$ cat config.mk
export PLATFORM = sky130hd
export DESIGN_NAME = smb_tmo_mon
export DESIGN_NICKNAME = d
export VERILOG_FILES = /design/src/rtl/smb_mon_pkg.sv /design/src/rtl/smb_cond_detect.sv /design/src/rtl/smb_bus_fsm.sv /design/src/rtl/smb_cum_timer.sv /design/src/rtl/smb_flag_bank.sv /design/src/rtl/smb_tmo_mon.sv
export SDC_FILE = /design/constraint.sdc
export NUM_CORES = 1
export LEC_CHECK = 0
export BUFFER_PORTS_ARGS = -buffer_cell sky130_fd_sc_hd__buf_2
export CAP_MARGIN = 0
export CORE_MARGIN = 5
export CORE_UTILIZATION = 26
export CTS_CLUSTER_DIAMETER = 40
export DETAILED_ROUTE_END_ITERATION = 16
export GPL_TIMING_DRIVEN = 0
export PLACE_DENSITY = 0.49
export SLEW_MARGIN = 40
export SYNTH_ARGS = -nofsm -noshare
export SYNTH_HDL_FRONTEND = slang
export SYNTH_SLANG_ARGS = --single-unit
export TNS_END_PERCENT = 100
$ cat constraint.sdc
create_clock -name clk -period 8.4 [get_ports clk]
set_input_delay 0.84 -clock clk [delete_from_list [all_inputs] [get_ports clk]]
set_output_delay 0.84 -clock clk [all_outputs]
set_load 0.03 [all_outputs]
$ cat src/rtl/smb_mon_pkg.sv
`timescale 1ns/1ps
package smb_mon_pkg;

    typedef enum logic [1:0] {
        BS_SETTLE = 2'd0,
        BS_FREE   = 2'd1,
        BS_BUSY   = 2'd2,
        BS_HUNT   = 2'd3
    } bus_state_e;

    typedef enum logic {
        TM_ARMED = 1'b0,
        TM_SPENT = 1'b1
    } tmr_state_e;

    localparam int NUM_TMO = 3;
    localparam int CH_CTL  = 0;
    localparam int CH_TGT  = 1;
    localparam int CH_HIGH = 2;

endpackage

$ cat src/rtl/smb_cond_detect.sv
`timescale 1ns/1ps
module smb_cond_detect (
    input  logic clk,
    input  logic rst_n,
    input  logic scl,
    input  logic sda,
    output logic start_det,
    output logic stop_det
);
    logic scl_q;
    logic sda_q;

    always_ff @(posedge clk or negedge rst_n) begin
        if (!rst_n) begin
            scl_q <= 1'b1;
            sda_q <= 1'b1;
        end else begin
            scl_q <= scl;
            sda_q <= sda;
        end
    end

    // SDA moving while SCL is steadily high marks a bus condition
    always_comb begin
        start_det = scl_q & scl & sda_q & ~sda;
        stop_det  = scl_q & scl & ~sda_q & sda;
    end
endmodule

$ cat src/rtl/smb_bus_fsm.sv
`timescale 1ns/1ps
module smb_bus_fsm
    import smb_mon_pkg::*;
#(
    parameter int FIELD_W       = 8,
    parameter int IDLE_X4_SHIFT = 2
) (
    input  logic               clk,
    input  logic               rst_n,
    input  logic               tick,
    input  logic               scl,
    input  logic               sda,
    input  logic               start_det,
    input  logic               stop_det,
    input  logic [FIELD_W-1:0] idle_field,
    output logic               bus_free,
    output logic               busy
);
    localparam int LW = FIELD_W - 1 + IDLE_X4_SHIFT;

    bus_state_e    state_q;
    bus_state_e    state_d;
    logic [LW-1:0] idle_cnt;
    logic [LW-1:0] idle_base;
    logic [LW-1:0] idle_lim;
    logic          lines_high;

    always_comb begin
        idle_base  = LW'(idle_field[FIELD_W-2:0]);
        idle_lim   = idle_field[FIELD_W-1] ? (idle_base << IDLE_X4_SHIFT) : idle_base;
        lines_high = scl & sda;
    end

    // state register
    always_ff @(posedge clk or negedge rst_n) begin
        if (!rst_n) state_q <= BS_SETTLE;
        else        state_q <= state_d;
    end

    // next state
    always_comb begin
        state_d = state_q;
        unique case (state_q)
            BS_SETTLE: begin
                if (start_det)             state_d = BS_BUSY;
                else if (!lines_high)      state_d = BS_HUNT;
                else if (idle_cnt >= idle_lim) state_d = BS_FREE;
            end
            BS_FREE: begin
                if (start_det)             state_d = BS_BUSY;
                else if (!lines_high)      state_d = BS_HUNT;
            end
            BS_BUSY: begin
                if (stop_det)              state_d = BS_SETTLE;
            end
            BS_HUNT: begin
                if (start_det)             state_d = BS_BUSY;
                else if (stop_det)         state_d = BS_SETTLE;
            end
            default:                       state_d = BS_HUNT;
        endcase
    end

    // quiet-time counter, only alive in SETTLE
    always_ff @(posedge clk or negedge rst_n) begin
        if (!rst_n)
            idle_cnt <= '0;
        else if (state_q != BS_SETTLE)
            idle_cnt <= '0;
        else if (tick && (idle_cnt < idle_lim))
            idle_cnt <= idle_cnt + 1'b1;
    end

    // outputs
    always_comb begin
        bus_free = (state_q == BS_FREE) & lines_high;
        busy     = (state_q == BS_BUSY);
    end
endmodule

$ cat src/rtl/smb_cum_timer.sv
`timescale 1ns/1ps
module smb_cum_timer
    import smb_mon_pkg::*;
#(
    parameter int FIELD_W = 8,
    parameter int SHIFT   = 3
) (
    input  logic               clk,
    input  logic               rst_n,
    input  logic               tick,
    input  logic               run,
    input  logic               restart,
    input  logic [FIELD_W-1:0] field,
    output logic               expire
);
    localparam int CW = FIELD_W + SHIFT;

    tmr_state_e    st_q;
    tmr_state_e    st_d;
    logic [CW-1:0] cnt_q;
    logic [CW-1:0] cnt_d;
    logic [CW-1:0] cnt_inc;
    logic [CW-1:0] limit;
    logic          enabled;
    logic          fire;

    always_comb begin
        limit   = {field, {SHIFT{1'b0}}};
        enabled = (field != '0);
        cnt_inc = cnt_q + 1'b1;
    end

    // state register
    always_ff @(posedge clk or negedge rst_n) begin
        if (!rst_n) begin
            st_q   <= TM_ARMED;
            cnt_q  <= '0;
            expire <= 1'b0;
        end else begin
            st_q   <= st_d;
            cnt_q  <= cnt_d;
            expire <= fire;
        end
    end

    // next state and count
    always_comb begin
        st_d  = st_q;
        cnt_d = cnt_q;
        fire  = 1'b0;
        if (restart) begin
            st_d  = TM_ARMED;
            cnt_d = '0;
        end else begin
            unique case (st_q)
                TM_ARMED: begin
                    if (run && tick && enabled) begin
                        cnt_d = cnt_inc;
                        if (cnt_inc >= limit) begin
                            st_d = TM_SPENT;
                            fire = 1'b1;
                        end
                    end
                end
                TM_SPENT: st_d = TM_SPENT;
                default:  st_d = TM_ARMED;
            endcase
        end
    end
endmodule

$ cat src/rtl/smb_flag_bank.sv
`timescale 1ns/1ps
module smb_flag_bank #(
    parameter int N = 3
) (
    input  logic         clk,
    input  logic         rst_n,
    input  logic [N-1:0] set,
    input  logic [N-1:0] clr,
    output logic [N-1:0] flags
);
    // a new event outranks a clear on the same edge
    always_ff @(posedge clk or negedge rst_n) begin
        if (!rst_n) flags <= '0;
        else        flags <= (flags & ~clr) | set;
    end
endmodule

$ cat src/rtl/smb_tmo_mon.sv
`timescale 1ns/1ps
module smb_tmo_mon
    import smb_mon_pkg::*;
#(
    parameter  int FIELD_W       = 8,
    parameter  int CTL_SHIFT     = 11,
    parameter  int TGT_SHIFT     = 12,
    parameter  int HIGH_SHIFT    = 3,
    parameter  int IDLE_X4_SHIFT = 2,
    localparam int CFG_W         = 4 * FIELD_W
) (
    input  logic               clk,
    input  logic               rst_n,
    input  logic               tick_en,
    input  logic [CFG_W-1:0]   cfg_word,
    input  logic               scl_in,
    input  logic               sda_in,
    input  logic               ctl_scl_low,
    input  logic [NUM_TMO-1:0] flag_clr,
    output logic               bus_free,
    output logic [NUM_TMO-1:0] tmo_irq,
    output logic [NUM_TMO-1:0] tmo_flag
);
    logic               start_det;
    logic               stop_det;
    logic               busy;
    logic [NUM_TMO-1:0] run_v;
    logic [NUM_TMO-1:0] restart_v;

    smb_cond_detect u_cond (
        .clk       (clk),
        .rst_n     (rst_n),
        .scl       (scl_in),
        .sda       (sda_in),
        .start_det (start_det),
        .stop_det  (stop_det)
    );

    smb_bus_fsm #(
        .FIELD_W       (FIELD_W),
        .IDLE_X4_SHIFT (IDLE_X4_SHIFT)
    ) u_fsm (
        .clk        (clk),
        .rst_n      (rst_n),
        .tick       (tick_en),
        .scl        (scl_in),
        .sda        (sda_in),
        .start_det  (start_det),
        .stop_det   (stop_det),
        .idle_field (cfg_word[3*FIELD_W +: FIELD_W]),
        .bus_free   (bus_free),
        .busy       (busy)
    );

    // who is charged for the current clock phase
    always_comb begin
        run_v[CH_CTL]      = busy & ~scl_in & ctl_scl_low;
        run_v[CH_TGT]      = busy & ~scl_in & ~ctl_scl_low;
        run_v[CH_HIGH]     = busy & scl_in;
        restart_v[CH_CTL]  = start_det | stop_det;
        restart_v[CH_TGT]  = start_det | stop_det;
        restart_v[CH_HIGH] = start_det | stop_det | ~scl_in;
    end

    for (genvar g = 0; g < NUM_TMO; g++) begin : g_tmr
        localparam int SH = (g == CH_CTL) ? CTL_SHIFT :
                            ((g == CH_TGT) ? TGT_SHIFT : HIGH_SHIFT);
        smb_cum_timer #(
            .FIELD_W (FIELD_W),
            .SHIFT   (SH)
        ) u_tmr (
            .clk     (clk),
            .rst_n   (rst_n),
            .tick    (tick_en),
            .run     (run_v[g]),
            .restart (restart_v[g]),
            .field   (cfg_word[(NUM_TMO-1-g)*FIELD_W +: FIELD_W]),
            .expire  (tmo_irq[g])
        );
    end

    smb_flag_bank #(.N(NUM_TMO)) u_flags (
        .clk   (clk),
        .rst_n (rst_n),
        .set   (tmo_irq),
        .clr   (flag_clr),
        .flags (tmo_flag)
    );
endmodule

==> results by group <==
Status
  – Outcome: completed

CTS
  – CTS resizes: 0
  – CTS tree: done
  – CTS Buf Count: 9
  – Bufs on Longest Clock Path: 2
  – Reg clk slew, reported paths: 0.06 ns
  – CTS Sinks: 72
  – Hold-fix buffers at CTS: 0
  – Htree depth: 3
  – CTS root buf: clkbuf_16
  – Postcts setup bufs: 0
  – Later-pin clock latency in the skew report: 0.35 ns

Floorplan
  – Core footprint: 19400 um2
  – Die area: 22500 um2
  – Initial Utilization: 26.2%
  – Die Wd: 150 um
  – Die Height: 150 um
  – Rows: 51
  – Io pins: 48

Synthesis
  – Simple logic cell fraction of the synthesized area: 23.8%
  – Post-Synth XOR/XNOR Area: 8.26%
  – Count of different cell masters after synthesis: 54
  – Mapped cell area: 5090 um2
  – Number of enable flip-flop cells after synthesis: 0
  – Mean post-synth cell area: 8.58 um2
  – Mux contribution to synthesized area: 1.38%
  – Main combinational cell family by area after synthesis: simple AND/OR/NAND/NOR gates
  – Ys async rst share: 100%
  – Cells after Synth: 593
  – Compound-Gate Fraction of Synth Area: 15.7%
  – Sequential area share after synthesis: 35.5%
  – YS warnings: 0
  – FF+latch count, synth: 72
  – Ys flop type: dfrtp_1
  – Synth Area in Adders: 9.59%
  – Syn nets: 673

Cells and area
  – Nets: 731
  – Antenna cells: 0
  – Most frequent cells in the layout: dfrtp_1, nor2_1, buf_2, o21ai_0
  – Layout cells sized above 1: 14.0%
  – Storage cell area: 1800 um2
  – Multi-input logic area: 2990 um2
  – Commonest non-fill, non-tap cell in the layout: dfrtp_1
  – Post-route core utilization: 30.9%
  – Area delta synth->final: 17.8%
  – Non-Filler Instances: 921
  – Fillers: 2115

GRT
  – Global route total overflow: 0
  – Initial antenna violation count: 0
  – Pin count of the biggest net entering global routing: 55
  – Total global-route track usage: 11.7%
  – Vias in the first global route: 4179
  – First-pass GRT wire length: 21000 um

Pwr
  – Part of the power in registers: 42.7%
  – Leak: 2.79 nW
  – Peak supply drop: 0.0877 mV
  – Total Power: 0.854 mW
  – NetSw: 0.219 mW
  – Power Density: 143 nW/um2
  – Cell Int Power: 0.634 mW
  – Clock power share: 47.1%
  – Gate power share: 10.1%
  – Switching Fraction: 25.7%

Placed design
  – Post-placement cell count: 905
  – Port buffer count: 46
  – Dpl hpwl: 9270 um
  – GPL Wtd Cong: 0.826

Timing
  – Max Clock Skew: 0.00912 ns
  – Final setup viols: 0
  – Endpoints failing hold: 0
  – Crit share post-route: 42.9%
  – RSZ-0062 raised after global routing: no
  – Worst-Margin Slew: 0.626 ns
  – F_max: 0.278 GHz
  – Worst rel slew slack: 58.1%
  – Setup TNS Final: 0 ns
  – Final worst path period need: 3.60 ns
  – Max Slew Vio Count: 0

Critical path
  – CP arrival: 3.87 ns
  – Reg-to-Reg Start: g_tmr[0].u_tmr.cnt_q[0]$_DFFE_PN0P_
  – Worst setup EP type: flip-flop
  – Reg2Reg Depth: 12
  – Setup CP Type: reg2reg
  – CP Launch Type: flip-flop
  – Reg2Reg Setup Slack: 4.80 ns
  – Worst Path Required: 8.67 ns
  – RR Endpoint: g_tmr[0].u_tmr.expire$_DFF_PN0_
  – CP Max Fanout: 6

Hold path
  – Min-Delay Path Class: in2async

Drt
  – First-pass iteration count of the detailed router: 4
  – Total number of vias: 4391
  – Drt via density: 4.77
  – Drt wl/cell: 13.8 um
  – Post-detailed-route count of antenna-violating nets: 0
  – DRC violations left: 0
  – Post-Route WL: 12700 um
  – Initial DRC Count: 206

Run
  – Max-Cap Viols: 0
[cell type report]
type                       instances  area share, %
timing repair buffer              47           4.41
inverter                          33           2.07
multi-input combinational        455           49.9
tap                              265           5.53
clock inverter                     5          0.919
clock buffer                      11           4.22
sequential                        72           30.1
buffer                            33           2.86
[power groups by stage]
stage | Sequential, mW | Clock (mW) | Combinational, mW
6_report | 0.365 | 0.403 | 0.0865
5_1_grt | 0.366 | 0.426 | 0.100
4_1_cts | 0.365 | 0.415 | 0.0886
3_5_place_dp | 0.371 | 0 | 0.0878
3_3_place_gp | 0.371 | 0 | 0.0862
2_1_floorplan | 0.369 | 0 | 0.0502
[per-stage QoR]
step	worst slack (ns)	hold WS (ns)	instance area, um2
4_1_cts	4.79	0.323	5990
5_1_grt	4.39	0.336	5990
2_1_floorplan	5.45	0.429	5090
3_3_place_gp	4.79	0.451	5650
6_report	4.80	0.325	5990
3_5_place_dp	4.84	0.455	5680
[synthesized netlist by cell type, types with 4 or more instances]
library cell,instances,area [um2]
o41ai_1,6,52.6
and4_1,4,35.0
buf_2,11,55.1
a31oi_1,4,25.0
o21ai_0,43,215
ha_1,39,488
o31ai_1,15,113
inv_1,33,124
o21a_1,7,52.6
o21ai_1,12,60.1
nor4_1,7,43.8
nand3_1,36,180
dfrtp_1,70,1750
and3_1,18,113
nand2b_1,10,62.6
clkbuf_1,15,56.3
nor2_1,59,221
xnor2_1,17,149
xor2_1,31,272
nor2b_1,5,31.3
mux2i_1,7,70.1
nor3_1,8,40.0
nand4_1,22,138
nand2_1,39,146
and2_1,8,50.1
or4_1,6,45.0
a21oi_1,17,85.1
[worst max-delay path, cell delays in order, from the launching register on]
cell and delay (ns):
dfrtp_1 0.44, ha_1 0.29, nand4_1 0.24, nor2_1 0.35, nand4_1 0.27, nor2_1 0.19, xor2_1 0.25, ha_1 0.19
nand4_1 0.08, or4_1 0.53, a2111oi_2 0.50, nor3_1 0.09, nor2_1 0.11
[layer usage]
layer,routed length (um),share of wire [%],up-vias,track usage [%]
li1,-,-,2248,-
met4,179,1.4,0,4.12
met1,6660,52,2055,16.4
met3,512,4.0,12,2.39
met2,5360,42,76,17.8
met5,0,0,-,0
[state kept, by name (all words and copies together) (netlist names)]
register	cells
u_fsm.idle_cnt	9
u_cond.sda_q	1
g_tmr.u_tmr.expire	3
g_tmr.u_tmr.cnt_q	50
u_flags.flags	3
u_fsm.state_q	2
u_cond.scl_q	1
g_tmr.u_tmr.st_q	3
[cells by family (layout without fill, tap and decap cells)]
family | Yosys count | count (layout)
AO/OA/AOI/OAI | 127 | 127
flip-flops | 72 | 72
multiplexers | 7 | 7
buffers and inverters | 66 | 129
XOR/XNOR | 48 | 48
AND/OR/NAND/NOR | 234 | 234
adder cells (fa/ha/maj) | 39 | 39
[worst max-delay path by stage]
stage                                         from                         endpoint  slack, ns  cells past startpoint
5_1_grt        g_tmr[0].u_tmr.cnt_q[0]$_DFFE_PN0P_  g_tmr[0].u_tmr.expire$_DFF_PN0_       4.39                     12
3_3_place_gp   g_tmr[0].u_tmr.cnt_q[0]$_DFFE_PN0P_  g_tmr[0].u_tmr.expire$_DFF_PN0_       4.79                     12
3_5_place_dp   g_tmr[0].u_tmr.cnt_q[0]$_DFFE_PN0P_  g_tmr[0].u_tmr.expire$_DFF_PN0_       4.84                     12
2_1_floorplan  g_tmr[0].u_tmr.cnt_q[0]$_DFFE_PN0P_    g_tmr[0].u_tmr.st_q$_DFF_PN0_       5.45                     12
6_report       g_tmr[0].u_tmr.cnt_q[0]$_DFFE_PN0P_  g_tmr[0].u_tmr.expire$_DFF_PN0_       4.80                     12
4_1_cts        g_tmr[0].u_tmr.cnt_q[0]$_DFFE_PN0P_  g_tmr[0].u_tmr.expire$_DFF_PN0_       4.79                     12
Power figures use the tool's default switching activity.
